==> config.mk <==
export PLATFORM = sky130hd
export DESIGN_NAME = win_bus_ctrl
export DESIGN_NICKNAME = d
export VERILOG_FILES = /design/src/rtl/win_pkg.sv /design/src/rtl/win_decode.sv /design/src/rtl/halt_detect.sv /design/src/rtl/win_bus_ctrl.sv
export SDC_FILE = /design/constraint.sdc
export NUM_CORES = 1
export LEC_CHECK = 0
export BUFFER_PORTS_ARGS = -buffer_cell sky130_fd_sc_hd__buf_2
export CAP_MARGIN = 15
export CORE_UTILIZATION = 37
export DETAILED_ROUTE_END_ITERATION = 10
export GPL_ROUTABILITY_DRIVEN = 0
export PLACE_DENSITY = 0.81
export SLEW_MARGIN = 20
export SYNTH_ARGS = -nofsm -noshare
export SYNTH_HDL_FRONTEND = slang
export SYNTH_SLANG_ARGS = --single-unit
==> constraint.sdc <==
create_clock -name clk -period 1.9 [get_ports clk]
set_clock_uncertainty 0.05 [all_clocks]
set_input_delay 0.095 -clock clk [delete_from_list [all_inputs] [get_ports clk]]
set_output_delay 0.095 -clock clk [all_outputs]
set_load 0.005 [all_outputs]
==> src/rtl/win_pkg.sv <==
package win_pkg;
    localparam logic [2:0] HALT_CODE = 3'b011;
    localparam int STATUS_W = 3;
endpackage

==> src/rtl/win_decode.sv <==
module win_decode #(
    parameter int AW    = 20,
    parameter int TAG_W = 4,
    parameter logic [TAG_W-1:0] TAG = 4'hD
) (
    input  logic [AW-1:0] addr,
    output logic          hit
);
    assign hit = (addr[AW-1 -: TAG_W] == TAG);
endmodule

==> src/rtl/halt_detect.sv <==
module halt_detect
    import win_pkg::*;
(
    input  logic [STATUS_W-1:0] status,
    output logic                halted
);
    assign halted = (status == HALT_CODE);
endmodule

==> src/rtl/win_bus_ctrl.sv <==
module win_bus_ctrl
    import win_pkg::*;
#(
    parameter int NSAT   = 2,
    parameter int AW     = 20,
    parameter int TAG_W  = 4,
    parameter logic [TAG_W-1:0] BASE_TAG = 4'hD,
    parameter int CW     = 8
) (
    input  logic                     clk,
    input  logic                     rst_n,
    input  logic [AW-1:0]            host_addr,
    input  logic                     host_memr,
    input  logic                     host_memw,
    input  logic                     ctrl_we,
    input  logic [CW-1:0]            ctrl_wdata,
    input  logic [NSAT*STATUS_W-1:0] sat_status,
    output logic [NSAT-1:0]          win_cs,
    output logic [NSAT-1:0]          buf_en,
    output logic                     buf_dir,
    output logic [NSAT-1:0]          sat_reset_n,
    output logic [NSAT-1:0]          irq,
    output logic [NSAT-1:0]          contention_err
);
    localparam int ISO_OFS = 0;
    localparam int RUN_OFS = NSAT;
    localparam int ACK_OFS = 2 * NSAT;

    typedef struct packed {
        logic [NSAT-1:0] iso;
        logic [NSAT-1:0] run;
        logic [NSAT-1:0] halt;
        logic [NSAT-1:0] irq;
        logic [NSAT-1:0] err;
    } state_t;

    state_t          st_d, st_q;
    logic [NSAT-1:0] hit, halt_vec, blocked, ack, iso_q;
    logic            strobe;

    generate
        for (genvar g = 0; g < NSAT; g++) begin : g_sat
            win_decode #(
                .AW(AW), .TAG_W(TAG_W),
                .TAG(BASE_TAG + TAG_W'(g))
            ) u_dec (
                .addr(host_addr),
                .hit (hit[g])
            );
            halt_detect u_halt (
                .status(sat_status[g*STATUS_W +: STATUS_W]),
                .halted(halt_vec[g])
            );
        end
    endgenerate

    // Bus side: ownership gate on the decoded window hit
    always_comb begin
        strobe = host_memr ^ host_memw;
        for (int i = 0; i < NSAT; i++) begin
            win_cs[i]  = strobe & hit[i] & (st_q.iso[i] | ~st_q.run[i]);
            blocked[i] = strobe & hit[i] & st_q.run[i] & ~st_q.iso[i];
        end
        buf_en  = win_cs;
        buf_dir = host_memw & (|win_cs);
    end

    // Next-state logic
    always_comb begin
        st_d = st_q;
        ack  = ctrl_we ? ctrl_wdata[ACK_OFS +: NSAT] : '0;
        if (ctrl_we) begin
            st_d.iso = ctrl_wdata[ISO_OFS +: NSAT];
            st_d.run = ctrl_wdata[RUN_OFS +: NSAT];
        end
        st_d.halt = halt_vec;
        for (int i = 0; i < NSAT; i++) begin
            if (st_q.run[i])
                st_d.irq[i] = (st_q.irq[i] & ~ack[i])
                            | (halt_vec[i] & ~st_q.halt[i]);
            else
                st_d.irq[i] = 1'b0;
            st_d.err[i] = (st_q.err[i] & ~ack[i]) | blocked[i];
        end
    end

    always_ff @(posedge clk or negedge rst_n) begin
        if (!rst_n) st_q <= '0;
        else        st_q <= st_d;
    end

    assign iso_q          = st_q.iso;
    assign sat_reset_n    = st_q.run;
    assign irq            = st_q.irq;
    assign contention_err = st_q.err;
endmodule

== After elaboration in Yosys (flattened, before gate mapping) ==
Index checks and enable logic that the tools add are counted.
Operators by class
  eq/ne operators: 4
  mux-type cells: 3
  bitwise gates (word level): 30
  reduce and logical (&&, ||, !) cells: 1
Operator list (count)
  $and 1x1->1: 15
  $eq 4x4->1 const B: 2
  $not 1->1: 8
  $eq 3x2->1 const B: 2
  $or 1x1->1: 6
  $mux 1: 2
  $mux 2: 1
  $reduce_or 2->1: 1
  $xor 1x1->1: 1
Word-level totals
  register bits after elaboration: 10
  bits of input ports: 39
  logic and storage cells: 43

== Depth between registers and ports, before layout ==
Gate-level depths: netlist (run 1).
  depth in word-level cells: 5
  gate-level depth with buffers: 4

== By module ==
A second synthesis (run 1) with hierarchy kept.
Unflattened totals
  cell total of the unflattened synthesis: 52
  area, all modules: 521.8 um2
Modules (own cells, without submodules)
  win_bus_ctrl: instances 1, cells each 48, area an instance 484.2 um2, sequential area each 250.2 um2
  win_decode: instances 2, cells each 1, area an instance 10.0 um2, sequential area each 0.0 um2
  halt_detect: instances 2, cells each 1, area an instance 8.8 um2, sequential area each 0.0 um2

== Worst setup path after synthesis (run 1) ==
No wires, ideal clock.
  path kind: flip-flop to output port
  start: reg st_q, in the netlist sat_reset_n[0]
  end: out win_cs[0]
  data arrival time: 0.937 ns
  data required time: 1.755 ns
  slack: 0.818 ns
  stages on the path, launching flop included: 4
  buffers on the path: 1
  cells stage by stage: dfrtp_1 nor2b_1 nor3_1 buf_4
On the way
  cells in the longest elaborated chain, start to end: 3
Ends and longest elaborated chain
  from (decl): line win_bus_ctrl.sv:37  | state_t st_d, st_q;
  from (signal assigned): line win_bus_ctrl.sv:89  | else st_q <= st_d;
  $not 1->1: line win_bus_ctrl.sv:61  | win_cs[i] = strobe & hit[i] & (st_q.iso[i] | ~st_q.run[i]);
  $or 1x1->1: line win_bus_ctrl.sv:61
  $and 1x1->1: line win_bus_ctrl.sv:61
  to (decl): line win_bus_ctrl.sv:18  | output logic [NSAT-1:0] win_cs,
No other way between the ends.

== Worst setup path in the final report (run 1) ==
  start: reg st_q, in the netlist sat_reset_n[1]
  end: out buf_dir
On the way
  cells in the longest elaborated chain, start to end: 5
Ends and longest elaborated chain
  $not 1->1: line win_bus_ctrl.sv:61
  $or 1x1->1: line win_bus_ctrl.sv:61
  $and 1x1->1: line win_bus_ctrl.sv:61
  $reduce_or 2->1: line win_bus_ctrl.sv:65  | buf_dir = host_memw & (|win_cs);
  $and 1x1->1: line win_bus_ctrl.sv:65
  to (decl): line win_bus_ctrl.sv:20  | output logic buf_dir,
No other way between the ends.

==> run metrics, run 1 <==
drt initial violations 6; unrepaired setup endpoints after global routing no; first-pass GRT wire length 1.70 mm; CTS hold repair buffers 3; PnR Total Power 0.454 mW; final setup vio count 0; P_int between 0.3 and 0.4 mW; Final Non-Filler Cells 95; IO Pins 50; root buffer cell clkbuf_4; Yosys Warn Count 0; vias in the first global route between 400 and 500; area grow syn2layout 31.3%; hold path startpoint ctrl_wdata[3]; routed via count between 400 and 500; Sw Ratio 0.241; M1 WL around 460 µm; Rows 13; static leakage approximately 0.38 nW; Pins Over Slew Limit 0; Clk network pwr share 0.299; register bit count reported by yosys 10; average cell area after synthesis between 10 and 15 µm²; largest net degree at the start of global routing 11; relative slew slack 0.830; WL final 1.10 mm; fin crit period ~1.5 ns; WP data arrival ~1.3 ns; Seq pwr share 0.526; Met3 Wirelength between 70 and 80 µm; switching power around 0.11 mW; startpoint types register; CP Buf/Inv Count 1; combinational power share 0.175; setup tns final 0 ns; Top Metal Used met3; post-CTS resize count 0; reg2reg setup slack between 0.9 and 1 ns; origin of the critical flop-to-flop path st_q[4]$_DFF_PN0_; WL/cell 11.6 µm; worst min path class in -> reg; Tot GR Track Use 0.161; ranking of synthesized cells by area dfrtp_1 (47%), buf_4 (11%), mux2_2 (8.5%); synthesized area 532 µm²; worst reg2reg path endpoint irq[0]$_DFF_PN0_; EDFF count, synth 0; Hold Path End sat_reset_n[1]$_DFFE_PN0P_; post-route ant nets 0; die height 39.9 µm; CTS Buffer Depth 2; Crit. End Element output pin; Critical Path Slowest Stage Cell dfrtp_1; initial antenna violation count 0; Worst Path Required approximately 1.8 ns; count leader, synth dfrtp_1; CP peak stage delay a little over 0.4 ns; Max Freq 687 MHz; cts bufs inserted 3; synth unique cells 16; WHS Path Cells 2; Power per Cell Area 650 nW/µm²; Overflow after GRT 0; share of the synthesized area in the top cell type 0.471; initial core utilization 0.404; CP Max Fanout 5; Routed met2 length roughly 560 µm; drt first pass iters 4; Worst Slack Setup Final around 0.44 ns; Inst Count DP 89; worst hold slack between 0.015 and 0.02 ns; Least-Margin Pin Slew roughly 0.25 ns; DP HPWL a little under 900 µm; Final Cycle Share 0.767; worst reg2reg path depth 2; # clock sinks 10; Total Die Area between 1500 and 2000 µm²; Worst-Skew Late Latency between 0.2 and 0.3 ns; CTS tree built; Layout Nets ~120; post-synth top area cell dfrtp_1; status finished, final reports clean; pre-CTS setup slack between 0.7 and 0.8 ns; most frequent cells after synthesis dfrtp_1 (10), buf_4 (8), nand2_1 (8); kind of critical path reg -> out; ys flop type dfrtp_1; # diodes 0; Post-Synthesis Cells 51; Final Hold Violating Endpoints 0; sequential area share after synthesis 0.471; Cell Chain, Critical Path nor2b_1, o22ai_1, nor3b_1, buf_2; Max IR drop VDD 529 µV; Clock H-tree levels 1; Die X 39.9 µm; max_cap viols 0; CTS clk-pin slew, worst paths around 0.060 ns; post-CTS setup buffers 0; layout cells sized above 1 0.513; Mapped Nets 90; Core ar. around 1300 µm²; Async S/R FF share, synth 1.00; post-DR vias/cell ~4.7; Port Buffers 31; family with the most delay on the worst path flip-flops; Residual DRC 0
## worst max path at each step
stage | end | depth (start not counted) | startpoint | slack, ns
after floorplan | win_cs[0] | 3 | sat_reset_n[0]$_DFFE_PN0P_ | 0.82
after global placement | buf_dir | 4 | sat_reset_n[1]$_DFFE_PN0P_ | 0.74
after detailed placement | buf_dir | 4 | sat_reset_n[1]$_DFFE_PN0P_ | 0.73
after CTS | buf_dir | 4 | sat_reset_n[1]$_DFFE_PN0P_ | 0.43
after global routing | buf_dir | 4 | sat_reset_n[1]$_DFFE_PN0P_ | 0.35
final | buf_dir | 4 | sat_reset_n[1]$_DFFE_PN0P_ | 0.44
## state kept, by name (all words and copies together) (netlist names)
register	flops
sat_reset_n	2
st_q	2
iso_q	2
irq	2
contention_err	2
## cells in the final DEF (no fill, tap or decap), drive strengths merged
| cell | instances |
|---|---|
| or3 | 2 |
| nor2b | 2 |
| clkbuf | 3 |
| nand3 | 1 |
| o41ai | 2 |
| inv | 3 |
| nor2 | 2 |
| dfrtp | 10 |
| nor3 | 2 |
| xor2 | 1 |
| nand2b | 2 |
| o22ai | 1 |
| buf | 31 |
| nor3b | 1 |
| dlygate4sd3 | 3 |
| a21boi | 2 |
| nand2 | 8 |
| mux2 | 4 |
## per-stage QoR
stage | utilization | area, µm²
detailed placement | 0.490 | 646
CTS | 0.530 | 698
global placement | 0.490 | 646
finish | 0.530 | 698
floorplan | - | 532
global route | 0.530 | 698
## cells by family (layout without fill, tap and decap cells)
logic type      count (synthesis)  in the layout  synth area share
simple gates                   20             20             0.193
buf+inv                        11             40             0.134
flops                          10             10             0.471
compound gates                  5              5             0.101
mux                             4              4            0.0847
xor+xnor                        1              1            0.0165
## power by group through the flow
stage          registers [mW]  logic (mW)  clock network [mW]
4_1_cts                 0.239      0.0807               0.141
5_1_grt                 0.241      0.0894               0.148
2_1_floorplan           0.239      0.0466                   0
6_report                0.239      0.0796               0.136
3_5_place_dp            0.243      0.0757                   0
3_3_place_gp            0.242      0.0724                   0
## metal layers
layer | vias to the layer above | track usage
met1 | 205 | 0.191
met3 | 0 | 0.0170
met4 | 0 | 0.0776
li1 | 220 | -
met5 | - | 0
met2 | 23 | 0.282
## layout make-up
class	count	area [µm²]
timing repair buffer	34	185
fill	136	619
multi-input combinational	30	210
inverter	3	11.3
tap	15	18.8
clock buffer	3	22.5
sequential	10	250
(Power assumes the default switching activity.)
==> run 2: changes to the inputs <==
Settings changed: ABC_AREA from default to 1, CORE_UTILIZATION 37 to 32, PLACE_DENSITY 0.81 to 0.73.
Clock period 1.9 ns to 1.33 ns, I/O delays scaled along.
==> run metrics, run 2 <==
P_int about 0.49 mW; combinational power share 0.186; Clock H-tree levels 1; kind of critical path in -> reg; root buffer cell clkbuf_4; reg2reg setup slack between 0.5 and 0.6 ns; IO Pins 50; average cell area after synthesis around 8 µm²; Sw Ratio 0.251; vias in the first global route a little over 500; Final Non-Filler Cells 120; max_cap viols 0; largest net degree at the start of global routing 11; share of the synthesized area in the top cell type 0.454; count leader, synth nand2_1; Crit. Startpoint sat_status[5]; Final Cycle Share 0.947; most frequent cells after synthesis nand2_1 (21), inv_1 (11), dfrtp_1 (10); CP Max Fanout 2; Yosys Warn Count 0; layout cells sized above 1 0.423; startpoint types primary input; origin of the critical flop-to-flop path iso_q[0]$_DFFE_PN0P_; worst reg2reg path depth 3; # clock sinks 10; cts bufs inserted 3; Power per Cell Area approximately 840 nW/µm²; WP data arrival about 1.4 ns; WL/cell 9.84 µm; Max Freq around 800 MHz; drt initial violations 9; Rows 14; commonest non-fill, non-tap cells in the layout buf_2 (31), nand2_1 (21), inv_1 (11); Final Hold Violating Endpoints 0; routed via count roughly 520; die height around 44 µm; most common cell after layout, fill and taps aside buf_2; Worst Path Required between 1 and 1.5 ns; setup tns final 0 ns; CTS clk-pin slew, worst paths approximately 0.060 ns; failing checks DRC; Residual DRC 4; register bit count reported by yosys 10; relative slew slack 0.848; synthesized area ~550 µm²; EDFF count, synth 0; Pins Over Slew Limit 0; Core ar. between 1500 and 2000 µm²; Layout Nets 145; switching power 0.163 mW; synth unique cells 15; Crit. End Element register; Async S/R FF share, synth 1.00; drt first pass iters 7; Least-Margin Pin Slew 0.229 ns; post-route ant nets 0; Clk network pwr share 0.306; area grow syn2layout 40.8%; worst reg2reg path endpoint contention_err[0]$_DFF_PN0_; CTS Buffer Depth 2; post-CTS setup buffers 0; ys flop type dfrtp_1; first-pass GRT wire length slightly below 2 mm; fin crit period around 1.3 ns; initial core utilization 0.354; Worst-Skew Late Latency roughly 0.26 ns; DP HPWL roughly 900 µm; post-synth top area cell dfrtp_1; status complete, but fails checks; crit path capture st_q[5]$_DFF_PN0_; WHS Path Cells 4; final setup vio count 0; static leakage approximately 0.45 nW; post-route cell area ~800 µm²; Tot GR Track Use 0.149; Post-DP Area 662 µm²; Max IR drop VDD 503 µV; # diodes 0; Mapped Nets between 100 and 150; sequential area share after synthesis 0.454; Die X ~44 µm; initial antenna violation count 0; Inst Count DP 108; Post-Synthesis Cells 70; CTS tree built; ranking of synthesized cells by area dfrtp_1 (45%), nand2_1 (14%), buf_4 (11%); Seq pwr share 0.508; Overflow after GRT 0; Port Buffers 31; WL final between 1 and 1.5 mm; unrepaired setup endpoints after global routing no; Total Die Area around 1900 µm²; worst min path class in -> reg; post-DR vias/cell about 4.3
[run 2: area by class of cell]
| class | count | area [µm²] |
|---|---|---|
| clock buffers | 3 | 22.5 |
| fillers | 150 | 782 |
| inverters | 12 | 45.0 |
| multi-input cells | 39 | 194 |
| flip-flops and latches | 10 | 250 |
| well taps | 16 | 20.0 |
| repair buffers | 40 | 245 |
[run 2: repair_timing]
action,4_1_cts,5_1_grt
setup endpoints to repair,0,1
gates resized for setup,0,1
hold endpoints to repair,16,0
hold buffers,9,0
[run 2: worst min-delay path by stage]
stage	startpoint	endpoint	slack, ns
floorplan	rst_n	contention_err[0]$_DFF_PN0_	-0.28
global placement	rst_n	irq[1]$_DFF_PN0_	-0.11
detailed placement	rst_n	sat_reset_n[1]$_DFFE_PN0P_	-0.11
CTS	ctrl_wdata[4]	contention_err[0]$_DFF_PN0_	0.03
global route	ctrl_wdata[4]	contention_err[0]$_DFF_PN0_	0.04
finish	ctrl_wdata[5]	contention_err[1]$_DFF_PN0_	0.05
[run 2: metrics by stage]
step | hold slack (ns) | power, mW | util | setup WS (ns)
6_report | 0.0461 | 0.650 | 0.498 | 0.0704
5_1_grt | 0.0430 | 0.698 | 0.498 | 0.0239
4_1_cts | 0.0317 | 0.662 | 0.497 | 0.0636
3_5_place_dp | -0.112 | 0.438 | 0.425 | 0.385
3_3_place_gp | -0.114 | 0.433 | 0.425 | 0.391
2_1_floorplan | -0.279 | 0.396 | - | 0.481
[run 2: power groups by stage]
stage	sequential (mW)	combinational [mW]	clock [mW]
3_3_place_gp	0.334	0.0989	0
5_1_grt	0.332	0.137	0.229
6_report	0.330	0.121	0.199
4_1_cts	0.330	0.122	0.210
2_1_floorplan	0.333	0.0626	0
3_5_place_dp	0.336	0.102	0
[run 2: logic make-up (layout without fill, tap and decap cells)]
group	after synthesis	after routing	share of synthesized area
compound gates	9	9	0.0884
buf+inv	21	55	0.200
flops	10	10	0.454
simple gates	30	30	0.259
[run 2: layer usage]
layer / vias up / track usage / share of wire
met1: 231 / 0.151 / 0.39
met4: 0 / 0.0938 / 0.0093
met2: 14 / 0.270 / 0.55
li1: 270 / - / -
met3: 2 / 0.0375 / 0.045
met5: - / 0 / 0
[run 2: critical path, cell delays in order]
cell and delay, ns:
dlygate4sd3_1 0.54, buf_2 0.13, nor2_2 0.12, dlygate4sd3_1 0.55
==> run 3: changes to the inputs <==
Settings changed: BUFFER_PORTS_ARGS -buffer_cell sky130_fd_sc_hd__buf_2 to default, CORE_AREA from default to 2 2 39 41, CORE_UTILIZATION 32 to default, DIE_AREA from default to 0 0 41 43, DONT_BUFFER_PORTS from default to 1, PLACE_DENSITY 0.73 to default.
==> run metrics, run 3 (synthesis gave the netlist of run 2 again) <==
pre-CTS setup slack about 0.45 ns; Rows 14; startpoint types primary input; initial core utilization 0.399; CTS tree built; Port Buffers 0; # diodes 0; CTS clk-pin slew, worst paths ~0.06 ns; Worst-Skew Late Latency roughly 0.25 ns; status complete, but fails checks; DP HPWL between 700 and 800 µm; area grow syn2layout 23.1%; failing checks hold timing; crit path capture st_q[5]$_DFF_PN0_; Final Non-Filler Cells between 90 and 100; Clock H-tree levels 1; register area between 200 and 300 µm²; family with the most delay on the worst path buffers and inverters; largest net degree at the start of global routing 11; Top Metal Used met4; post-DR vias/cell 4.53; Final Hold Violating Endpoints 1; kind of critical path in -> reg; Pins Over Slew Limit 0; Routed met2 length approximately 580 µm; commonest non-fill, non-tap cells in the layout nand2_1 (21), dlygate4sd3_1 (15), inv_1 (11); Critical Path Slowest Stage Cell dlygate4sd3_1; worst reg2reg path depth 2; Residual DRC 0; Post-DP Area between 500 and 600 µm²; fin crit period ~1.2 ns; relative slew slack 0.704; post-route cell area 679 µm²; max_cap viols 0; post-route ant nets 0; first-pass GRT wire length roughly 1.6 mm; Die X about 41 µm; final setup vio count 0; unrepaired setup endpoints after global routing no; Power per Cell Area ~920 nW/µm²; Met3 Wirelength roughly 63 µm; Cell Chain, Critical Path dlygate4sd3_1, nand2_1, nor2_1, dlygate4sd3_1; static leakage between 0.3 and 0.4 nW; WL final between 1 and 1.5 mm; Tot GR Track Use 0.144; die height approximately 43 µm; Max Freq approximately 830 MHz; setup tns final 0 ns; cts bufs inserted 3; PnR Total Power between 0.6 and 0.7 mW; CTS Buffer Depth 2; root buffer cell clkbuf_4; Worst Path Required roughly 1.5 ns; drt first pass iters 2; Layout Nets 120; Most Frequent Cell on Critical Path dlygate4sd3_1; Crit. End Element register; CP Max Fanout 2; worst hold slack -0.0134 ns; Inst Count DP between 70 and 80; drt initial violations 4; worst reg2reg path endpoint contention_err[1]$_DFF_PN0_; Overflow after GRT 0; Least-Margin Pin Slew between 0.4 and 0.5 ns; post-CTS resize count 0; Max IR drop VDD ~680 µV; Worst Slack Setup Final between 0.1 and 0.15 ns; layout cells sized above 1 0.152; WP data arrival ~1.4 ns; origin of the critical flop-to-flop path sat_reset_n[1]$_DFFE_PN0P_; worst min path class in -> reg; # clock sinks 10; vias in the first global route 410; initial antenna violation count 0; Total Die Area 1760 µm²; reg2reg setup slack 0.56 ns; Crit path depth 4; CP Buf/Inv Count 2; most common cell after layout, fill and taps aside nand2_1; filler instances between 100 and 150; M1 WL between 400 and 500 µm; CP peak stage delay about 0.58 ns; Core ar. between 1000 and 1500 µm²; WL/cell approximately 11 µm; routed via count 430; IO Pins 50; area of the multi-input gates ~190 µm²; Crit. Startpoint sat_status[3]; Final Cycle Share 0.910
-- run 3: what timing repair did --
item | CTS | global route
hold endpoints to repair | 20 | 2
buffers inserted | 0 | 0
endpoints found under the setup margin | 0 | 2
hold buffers | 13 | 4
-- run 3: layer usage --
metal	vias to the layer above	GRT usage
li1	222	-
met1	194	0.161
met2	12	0.213
met3	2	0.0576
met4	0	0.100
met5	-	0
-- run 3: per-stage QoR --
step / util / hold WS [ns]
2_1_floorplan: - / -0.279
3_3_place_gp: 0.366 / -0.279
3_5_place_dp: 0.366 / -0.279
4_1_cts: 0.476 / 0.00575
5_1_grt: 0.491 / 0.00574
6_report: 0.491 / -0.0134
-- run 3: worst min-delay path by stage --
| stage | start | to | slack [ns] | depth (start not counted) |
|---|---|---|---|---|
| finish | sat_status[1] | irq[0]$_DFF_PN0_ | -0.01 | 4 |
| global placement | rst_n | st_q[5]$_DFF_PN0_ | -0.28 | 0 |
| global route | sat_status[1] | irq[0]$_DFF_PN0_ | 0.006 | 4 |
| detailed placement | rst_n | st_q[5]$_DFF_PN0_ | -0.28 | 0 |
| CTS | host_addr[16] | contention_err[1]$_DFF_PN0_ | 0.006 | 5 |
| floorplan | rst_n | contention_err[0]$_DFF_PN0_ | -0.28 | 0 |
-- run 3: layout make-up --
cell class	instances	share of cell area
sequential	10	0.368
multi-input combinational	39	0.282
inverter	12	0.0663
clock buffer	3	0.0331
tap	16	0.0295
timing repair buffer	15	0.221
-- run 3: worst register-to-register path, cell delays in order (launching register included) --
cell and delay, ns:
dfrtp_1 0.41, nand2_1 0.12, o21ai_1 0.08
-- run 3: power by group --
| group | internal (mW) | switching, mW | leakage (nW) |
|---|---|---|---|
| clock | 0.104 | 0.0933 | 0.0138 |
| combinational | 0.0454 | 0.0464 | 0.191 |
| sequential | 0.322 | 0.0113 | 0.131 |
| total | 0.471 | 0.151 | 0.335 |
